### src/rtl/rf3p_pkg.sv
package rf3p_pkg;
  localparam int unsigned RF_WIDTH = 16;
  localparam int unsigned RF_DEPTH = 8;
  localparam int unsigned RF_PORTS = 3;
endpackage

### src/rtl/rf3p_store.sv
module rf3p_store #(
  parameter int unsigned WIDTH = 16,
  parameter int unsigned DEPTH = 8,
  localparam int unsigned SELW = $clog2(DEPTH)
) (
  input  logic             clk,
  input  logic             rst,
  input  logic             we,
  input  logic [SELW-1:0]  waddr,
  input  logic [WIDTH-1:0] wdata,
  output logic [WIDTH-1:0] cells [DEPTH]
);
  // One enable per entry, decoded from the write address.
  logic [DEPTH-1:0] hit;

  always_comb begin
    hit = '0;
    hit[waddr] = we;
  end

  for (genvar e = 0; e < DEPTH; e++) begin : g_cell
    always_ff @(posedge clk) begin
      if (rst) begin
        cells[e] <= '0;
      end else if (hit[e]) begin
        cells[e] <= wdata;
      end
    end
  end
endmodule

### src/rtl/rf3p_rdmux.sv
module rf3p_rdmux #(
  parameter int unsigned WIDTH = 16,
  parameter int unsigned DEPTH = 8,
  localparam int unsigned SELW = $clog2(DEPTH)
) (
  input  logic [WIDTH-1:0] cells [DEPTH],
  input  logic [SELW-1:0]  sel,
  input  logic             blank,
  output logic [WIDTH-1:0] dout
);
  // Combinational read; a blanked port drives zero instead of floating.
  always_comb begin
    if (blank) begin
      dout = '0;
    end else begin
      dout = cells[sel];
    end
  end
endmodule

### src/rtl/regfile3p.sv
module regfile3p #(
  parameter int unsigned WIDTH = rf3p_pkg::RF_WIDTH,
  parameter int unsigned DEPTH = rf3p_pkg::RF_DEPTH,
  localparam int unsigned SELW = $clog2(DEPTH),
  localparam int unsigned NPORT = rf3p_pkg::RF_PORTS
) (
  input  logic             clk,
  input  logic             rst,
  input  logic             wr_en,
  input  logic [SELW-1:0]  sel0,
  input  logic [SELW-1:0]  sel1,
  input  logic [SELW-1:0]  sel2,
  input  logic [WIDTH-1:0] wr_data,
  output logic [WIDTH-1:0] bus0_rd,
  output logic [WIDTH-1:0] bus1,
  output logic [WIDTH-1:0] bus2
);
  logic [WIDTH-1:0] cells [DEPTH];
  logic [SELW-1:0]  port_sel   [NPORT];
  logic             port_blank [NPORT];
  logic [WIDTH-1:0] port_out   [NPORT];

  rf3p_store #(.WIDTH(WIDTH), .DEPTH(DEPTH)) u_store (
    .clk   (clk),
    .rst   (rst),
    .we    (wr_en),
    .waddr (sel0),
    .wdata (wr_data),
    .cells (cells)
  );

  // Port 0 shares the destination select and reads only while not writing.
  assign port_sel[0]   = sel0;
  assign port_sel[1]   = sel1;
  assign port_sel[2]   = sel2;
  assign port_blank[0] = wr_en;
  assign port_blank[1] = 1'b0;
  assign port_blank[2] = 1'b0;

  for (genvar p = 0; p < NPORT; p++) begin : g_port
    rf3p_rdmux #(.WIDTH(WIDTH), .DEPTH(DEPTH)) u_mux (
      .cells (cells),
      .sel   (port_sel[p]),
      .blank (port_blank[p]),
      .dout  (port_out[p])
    );
  end

  assign bus0_rd = port_out[0];
  assign bus1    = port_out[1];
  assign bus2    = port_out[2];
endmodule

### config.mk
export PLATFORM = sky130hd
export DESIGN_NAME = regfile3p
export DESIGN_NICKNAME = d
export VERILOG_FILES = /design/src/rtl/rf3p_pkg.sv /design/src/rtl/rf3p_store.sv /design/src/rtl/rf3p_rdmux.sv /design/src/rtl/regfile3p.sv
export SDC_FILE = /design/constraint.sdc
export NUM_CORES = 1
export LEC_CHECK = 0
export CORE_ASPECT_RATIO = 0.5
export CORE_MARGIN = 5
export CORE_UTILIZATION = 25
export DETAILED_ROUTE_END_ITERATION = 10
export SLEW_MARGIN = 0
export SYNTH_ARGS = -nofsm -noshare
export SYNTH_HDL_FRONTEND = slang
export SYNTH_SLANG_ARGS = --single-unit
### constraint.sdc
create_clock -name clk -period 3.2 [get_ports clk]
set_clock_uncertainty 0.15 [all_clocks]
set_input_delay 0.48 -clock clk [delete_from_list [all_inputs] [get_ports clk]]
set_output_delay 0.48 -clock clk [all_outputs]
set_load 0.01 [all_outputs]
Yosys cells after proc, flatten, opt, wreduce, memory -nomap -nowiden --
Index checks and enable logic that the tools add are counted.
Cells by class: $lt $le $gt $ge 5, multiplexer cells 12, bitwise logic cells 4, reduce and logical (&&, ||, !) cells 1
Operator list (number):
- $bmux W16 S3 | 3
- $mux W16 | 7
- $ge A4 B4 Y1 const B | 3
- $not A3 Y4 | 3
- $and A8 B8 Y8 | 1
- $lt A3 B4 Y1 const B | 1
- $demux W1 S3 | 1
- $ge A3 B1 Y1 const B | 1
- $logic_and A1 B1 Y1 | 1
- $mux W1 | 1
Word-level totals: register bits 128, input bits 28, output and inout port bits 48, logic and storage cells 30

Depth between registers and ports, before layout --
Gate-level depths: netlist (run 1).
depth after elaboration 5, depth in mapped cells 7, gate-level depth less buffers 4

Hierarchy --
Synthesis (run 1) repeated with hierarchy kept, for this count alone.
Second synthesis, totals: cells, all modules 688, area total of the unflattened synthesis 8217.9 um^2
By module, submodules not included:
- rf3p_store | instances 1, cells an instance 459, area each 5091.1 um^2, seq. area each 2562.5 um^2
- rf3p_rdmux | instances 3, cells an instance 76, area each 1041.0 um^2, seq. area each 0.0 um^2
- regfile3p | instances 1, cells an instance 1, area each 3.8 um^2, seq. area each 0.0 um^2

Least setup slack after synthesis (run 1) --
Ideal clock, no wire load.
kind input port to output port, start point in sel2[1], end point out bus2[13], data arrival time 1587 ps, data required time 2570 ps, slack 983 ps, stages on the path 4, buffers on the path 2, path through clkbuf_1 -> clkbuf_1 -> mux4_2 -> mux2_2
On the way: longest elaborated chain between the ends 4
RTL lines:
- start, declared | RTL line regfile3p.sv:12 | input logic [SELW-1:0] sel2,
- $not A3 Y4 (implied by the code) | RTL line rf3p_rdmux.sv:16 | dout = cells[sel];
- $bmux W16 S3 | RTL line rf3p_rdmux.sv:16
- $mux W16 (implied by the code) (2 in series) | RTL line rf3p_rdmux.sv:16
- end, declared | RTL line regfile3p.sv:16 | output logic [WIDTH-1:0] bus2
No other way between the ends. The select of a mux whose other input is x is not followed.

Worst setup path after layout (run 1) --
start point in sel2[1], end point out bus2[15]
Same word-level chain as after synthesis.

==> reports/qor.csv, run 1 <==
stage,metric,value,unit
outcome,status,"finished, final reports clean",
logic_synthesis,synth_top_area_share,32.4,%
final_layout,layout_common_cells,"nand2_1 (263), a21oi_1 (137), dfxtp_1 (128)",
sta,tightest_slew,629,ps
logic_synthesis,synth_area_leaders,"dfxtp_1 (32%), mux4_1 (20%), nand2_1 (12%)",
logic_synthesis,yosysSeqAreaShare,32.4,%
global_route,grt-ovfl-total,0,
critical_path,cpMaxStageDelayCell,clkdlybuf4s50_1,
critical_path,worst_setup_path_start_kind,input port,
global_route,grt_max_degree,54,
global_route,grt_pass1_vias,6948,
clock_network,clock-sinks,128,
floorplanning,core,0.0314,mm^2
final_layout,drive_gt1_share,17.8,%
floorplanning,die-area,0.0355,mm^2
final_layout,nFillCells,3237,
critical_path,reg2reg_slack,2360,ps
logic_synthesis,synthArstFlopShare,0,%
critical_path,path_common_cell,clkdlybuf4s50_1,
critical_path,critPathMaxFanout,14,
logic_synthesis,yosysTopAreaCell,dfxtp_1,
pwr,power_frac_seq,37.9,%
critical_path,worstPathRequired,2570,ps
clock_network,clk_path_buf_depth,2,
floorplanning,pin_count,76,
clock_network,cts_tree,done,
placement,place_inst,1327,
logic_synthesis,postSynthNetCount,880,
critical_path,path_cells,"clkdlybuf4s50_1, buf_12, mux4_2, mux2_2, clkdlybuf4s50_1",
logic_synthesis,synth.cell_area,0.00791,mm^2
sta,hold_viol_final,0,
final_layout,seq_area,0.00256,mm^2
logic_synthesis,synth_ff_type,dfxtp_1,
floorplanning,die_x,262,um
placement,hpwl,18100,um
flow_run,cap_viol_max_count,0,
clock_network,cts_made_buffers,17,
detailed_routing,ant_nets,0,
final_layout,mostFrequentLayoutCell,nand2_1,
clock_network,cts_setup_buffers,0,
critical_path,r2r.worst_path.cells,2,
detailed_routing,drc,0,
final_layout,fin_nets,943,
pwr,leakage,3.70,nW
logic_synthesis,syn_inst,852,
critical_path,rr_startpoint,u_store.cells[17],
sta,period_share,95.6,%
final_layout,largest-register,u_store.cells,
pwr,ir_drop,416,uV
sta,setup_tns,0,ps
detailed_routing,vias,7131,
sta,finalMaxSlewViolations,0,
floorplanning,start_util,25.2,%
detailed_routing,routed_via_density,5.24,
sta,final-setup-viol-count,0,
clock_network,postCtsHoldBufs,0,
min_path,min_path_cells,2,
clock_network,insertion_delay,420,ps
critical_path,endpoint_kind,primary output,
final_layout,synthToLayoutAreaGrowth,26.0,%
logic_synthesis,syn_area_per_cell,9.29,um^2
sta,rsz0062_at_grt,false,
pwr,clockPowerShare,50.0,%
final_layout,layout.cells.non_filler,1360,
critical_path,worstSetupPathType,in2out,
detailed_routing,drt_first_pass_iters,6,
detailed_routing,drtIter0Drc,699,
global_route,track_usage,15.2,%
floorplanning,chipHeight,136,um
pwr,combPwrFrac,12.1,%
clock_network,clk_pin_slew_worst_paths,60,ps
final_layout,multiInputGateArea,0.00484,mm^2
min_path,hp-class,reg2reg,
pwr,p_int,0.00329,W
critical_path,worst_r2r_endpoint,u_store.cells[17],
final_layout,fin_util,31.7,%
pwr,p_switching,0.00110,W
floorplanning,fp-row-count,46,
final_layout,largest_reg_flops,128,
logic_synthesis,synth_cell_types,38,
detailed_routing,totalWireLength,27800,um
sta,worst_slack,140,ps
clock_network,cts_max_level,4,
final_layout,diodes,0,
logic_synthesis,synth_edf_count,0,
placement,portBuffers,75,
global_route,grt_pass1_wl,41100,um
detailed_routing,wl_per_cell,20.4,um
critical_path,cp_data_arrival_time,2430,ps
sta,period_needed,3060,ps
sta,relSlewSlack,58.0,%
pwr,sw_frac_of_total,25.0,%
final_layout,largestRegisters,u_store.cells x128,
min_path,worstHoldStart,u_store.cells[71],
critical_path,cpPeakStageDelay,500,ps
clock_network,root_buffer,clkbuf_16,
placement,place_ws,-50.5,ps
pwr,power_density,439,mW/mm^2
logic_synthesis,yosysWarnings,0,
global_route,antenna_found_initial,1,
logic_synthesis,yosys_register_bits,128,
placement,place_congestion,0.864,
sta,fmax,327,MHz
min_path,hold_path_end,u_store.cells[71],
-- through the flow --
step / instance area (um^2) / hold WS [ps] / total power [W]
floorplan: 7910 / 299 / 0.00200
global placement: 9280 / 313 / 0.00220
detailed placement: 9280 / 323 / 0.00221
CTS: 9940 / 332 / 0.00437
global route: 9970 / 350 / 0.00449
finish: 9970 / 330 / 0.00438
-- worst max-delay path: cells and delay by family --
kind	cells	cell delay, ps
multiplexers	2	780
buffers and inverters	3	1160
-- power by group through the flow --
stage | Clock [W] | Combinational, W | Sequential, W
global placement | 0 | 0.000507 | 0.00169
CTS | 0.00220 | 0.000515 | 0.00166
finish | 0.00219 | 0.000528 | 0.00166
floorplan | 0 | 0.000318 | 0.00168
global route | 0.00227 | 0.000553 | 0.00167
detailed placement | 0 | 0.000512 | 0.00170
-- final cells by class --
class                           count  area share (%)
Sequential cell                   128            25.7
Clock inverter                     13            2.10
Multi-Input combinational cell    636            48.6
Clock buffer                       19            4.54
Timing Repair Buffer              131            13.6
Tap cell                          432            5.42
Inverter                            1          0.0377
-- synthesized netlist by cell type, types with 3 or more instances --
master       n
dfxtp_1    128
nand3_1      4
buf_2       36
mux2i_1     28
clkbuf_1    24
buf_6       11
a22oi_1      7
mux4_1      59
mux2_2      53
nand2b_1    11
o2bb2ai_1    7
a222oi_1     7
nor2_2       5
mux4_2       5
nor2_1      13
o22ai_1      8
or2_2        3
and2b_1      4
a31oi_1      4
a21oi_1    137
nand2_1    263
buf_4       13
-- metal layers --
metal / vias to the layer above / global-route usage, % / part of all wire, %
li1: 3212 / - / -
met1: 3540 / 19.4 / 41
met2: 314 / 26.1 / 49
met3: 63 / 2.53 / 6.9
met4: 2 / 5.36 / 2.9
met5: - / 0 / 0.047
-- kinds of logic after synthesis --
| kind of cell | share of synthesized area [%] |
|---|---|
| muxes | 32.1 |
| and+or+nand+nor | 16.4 |
| DFF | 32.4 |
| buffers and inverters | 6.42 |
| AOI/OAI and AO/OA | 12.7 |
-- worst max path at each step --
stage                 start          to  slack, ps  depth (start not counted)
global route        sel2[1]     bus2[8]        110                          6
global placement    sel0[1]  bus0_rd[3]        -80                          6
CTS                 sel0[1]  bus0_rd[2]       0.03                          7
floorplan           sel2[1]    bus2[13]        980                          4
finish              sel2[1]    bus2[15]        140                          5
detailed placement  sel0[1]  bus0_rd[2]        -50                          6
-- what timing repair did --
action / CTS / global route
setup endpoints to repair: 5 / 11
gates resized for setup: 1 / 1
gates cloned: 0 / 1
Power figures use the tool's default switching activity.
==> run 2, diff against run 1 <==
--- a/config.mk
+++ b/config.mk
@@ -9,7 +9,6 @@
 export CORE_MARGIN = 5
 export CORE_UTILIZATION = 25
 export DETAILED_ROUTE_END_ITERATION = 10
-export SLEW_MARGIN = 0
 export SYNTH_ARGS = -nofsm -noshare
 export SYNTH_HDL_FRONTEND = slang
 export SYNTH_SLANG_ARGS = --single-unit
==> results of run 2 <==
The final DEF is identical to that of run 1; final timing and power are the same.
==> run 3, diff against run 2 <==
==> constraint.sdc (replaced) <==
create_clock -name clk -period 2.86 [get_ports clk]
set_clock_uncertainty 0.15 [all_clocks]
set_input_delay 0.429 -clock clk [delete_from_list [all_inputs] [get_ports clk]]
set_output_delay 0.429 -clock clk [all_outputs]
set_load 0.01 [all_outputs]
==> run 3 against run 2 <==
Against the previous run:
- non-clock buffer count is 18 higher
- utilization is 0.63 points higher
- die area stayed put
- critical path type unchanged
- highest routed layer unchanged
- power is 12% higher
==> reports/qor.csv, run 3 (synthesis results as in run 1) <==
stage,metric,value,unit,change
outcome,status,"finished, final reports clean",,
final_layout,largest-register,u_store.cells,,
clock_network,clock-sinks,128,,unchanged
sta,finalMaxSlewViolations,0,,unchanged
floorplanning,core,0.0314,mm^2,unchanged
detailed_routing,drt_first_pass_iters,7,,+1
clock_network,cts_made_buffers,17,,unchanged
flow_run,cap_viol_max_count,0,,unchanged
final_layout,final_cell_area,0.0102,mm^2,+2.0%
placement,place_ws,-281,ps,-230 ps
detailed_routing,vias,7280,,+2.1%
final_layout,synthToLayoutAreaGrowth,28.5,%,
floorplanning,fp-row-count,46,,unchanged
sta,period_share,98.4,%,
sta,hold_viol_final,0,,unchanged
sta,fmax,355,MHz,
final_layout,largest_reg_flops,128,,unchanged
clock_network,cts_tree,done,,
pwr,leakage,4.21,nW,+14%
global_route,grt_pass1_vias,7132,,+2.6%
floorplanning,die-area,0.0355,mm^2,unchanged
pwr,ir_drop,475,uV,+14%
detailed_routing,ant_nets,0,,unchanged
sta,worst_slack,45.4,ps,-94.8 ps
floorplanning,start_util,25.2,%,unchanged
critical_path,critPathMaxFanout,15,,+1
pwr,power_density,481,mW/mm^2,+9.5%
min_path,hp-class,reg2reg,,
detailed_routing,totalWireLength,28100,um,+1.4%
sta,period_needed,2810,ps,
floorplanning,die_x,262,um,unchanged
final_layout,layout.cells.non_filler,1378,,+1.3%
critical_path,worst_setup_path_start_kind,input port,,
final_layout,diodes,0,,unchanged
placement,place_inst,1345,,+1.4%
placement,place_area,0.00945,mm^2,+1.9%
detailed_routing,routed_via_density,5.28,,+0.76%
critical_path,reg2reg_slack,1990,ps,-370 ps
final_layout,largestRegisters,u_store.cells x128,,
critical_path,endpoint_kind,primary output,,
placement,hpwl,18800,um,+4.1%
final_layout,drive_gt1_share,19.5,%,+1.7 points
global_route,grt-ovfl-total,0,,unchanged
final_layout,mostFrequentLayoutCell,nand2_1,,
global_route,antenna_found_initial,1,,unchanged
sta,final-setup-viol-count,0,,unchanged
clock_network,clk_path_buf_depth,2,,unchanged
critical_path,cp_data_arrival_time,2240,ps,-190 ps
clock_network,cts_setup_buffers,0,,unchanged
placement,place_congestion,0.880,,+1.8%
clock_network,insertion_delay,420,ps,about the same
sta,relSlewSlack,24.9,%,-33 points
detailed_routing,wl_per_cell,20.4,um,about the same
final_layout,fin_nets,961,,+1.9%
detailed_routing,drc,0,,unchanged
sta,setup_tns,0,ps,unchanged
placement,portBuffers,75,,unchanged
sta,rsz0062_at_grt,false,,
sta,tightest_slew,1130,ps,+496 ps
clock_network,cts_max_level,4,,unchanged
global_route,grt_max_degree,58,,+7.4%
floorplanning,pin_count,76,,unchanged
detailed_routing,drtIter0Drc,823,,+18%
clock_network,clk_pin_slew_worst_paths,60,ps,about the same
final_layout,layout_common_cells,"nand2_1 (263), a21oi_1 (137), dfxtp_1 (128)",,
critical_path,worstPathRequired,2280,ps,-290 ps
global_route,track_usage,15.5,%,+0.28 points
critical_path,worstSetupPathType,in2out,,
clock_network,postCtsHoldBufs,0,,unchanged
floorplanning,chipHeight,136,um,unchanged
clock_network,root_buffer,clkbuf_16,,
global_route,grt_pass1_wl,42000,um,+2.2%
==> run 3: cell count changes in the layout (fill, tap and decap cells not counted), sizes merged, moves of 4 or more <==
cell,delta
buf,+18
clkbuf,+4
dlymetal6s2s,+15
clkdlybuf4s50,-37
dlygate4sd2,+21
clkinvlp,-4
==> run 3: power breakdown <==
group | internal [W] | switching [W] | leakage [nW]
clock | 0.00160 | 0.000821 | 0.319
combinational | 0.000277 | 0.000336 | 2.85
sequential | 0.00182 | 0.0000371 | 1.04
==> run 3: timing repair <==
| action | 4_1_cts | 5_1_grt |
|---|---|---|
| setup endpoints to repair | 36 | 20 |
| gates cloned | 1 | 0 |
| pin swaps | 0 | 1 |
| gates resized for setup | 26 | 17 |
==> run 3: cell type report <==
class / count / area (um^2)
well taps: 432 / 541
clock buffers: 24 / 512
fillers: 3206 / 21300
flip-flops and latches: 128 / 2560
clock inverters: 8 / 149
multi-input cells: 636 / 4850
repair buffers: 149 / 1550
inverters: 1 / 3.75
==> run 3: path summary, 6_finish.rpt <==
| path | start | endpoint | cells after the start |
|---|---|---|---|
| min | u_store.cells[76] | u_store.cells[76] | 2 |
| max reg2reg | u_store.cells[31] | u_store.cells[31] | 2 |
| min reg2reg | u_store.cells[76] | u_store.cells[76] | 2 |
| max | sel0[1] | bus0_rd[2] | 7 |
==> run 3: routing by layer <==
layer	up-vias	global-route usage [%]	part of all wire, %
met5	-	0	0.025
met4	2	5.60	3.3
met3	76	2.78	7.6
met2	348	26.6	49
met1	3605	19.6	40
li1	3249	-	-
==> run 3: stage by stage <==
step	hold slack (ps)	utilization (%)	power, W
floorplan	299	-	0.00224
global placement	315	30.1	0.00249
detailed placement	326	30.1	0.00250
CTS	333	32.2	0.00489
global route	347	32.3	0.00502
finish	332	32.3	0.00489
==> run 3: worst max-delay path, stage by stage <==
cell and delay, ps:
clkdlybuf4s15_2 250, buf_12 190, and2b_2 260, buf_4 180, a222oi_1 260, a21oi_1 140, clkdlybuf4s50_1 510
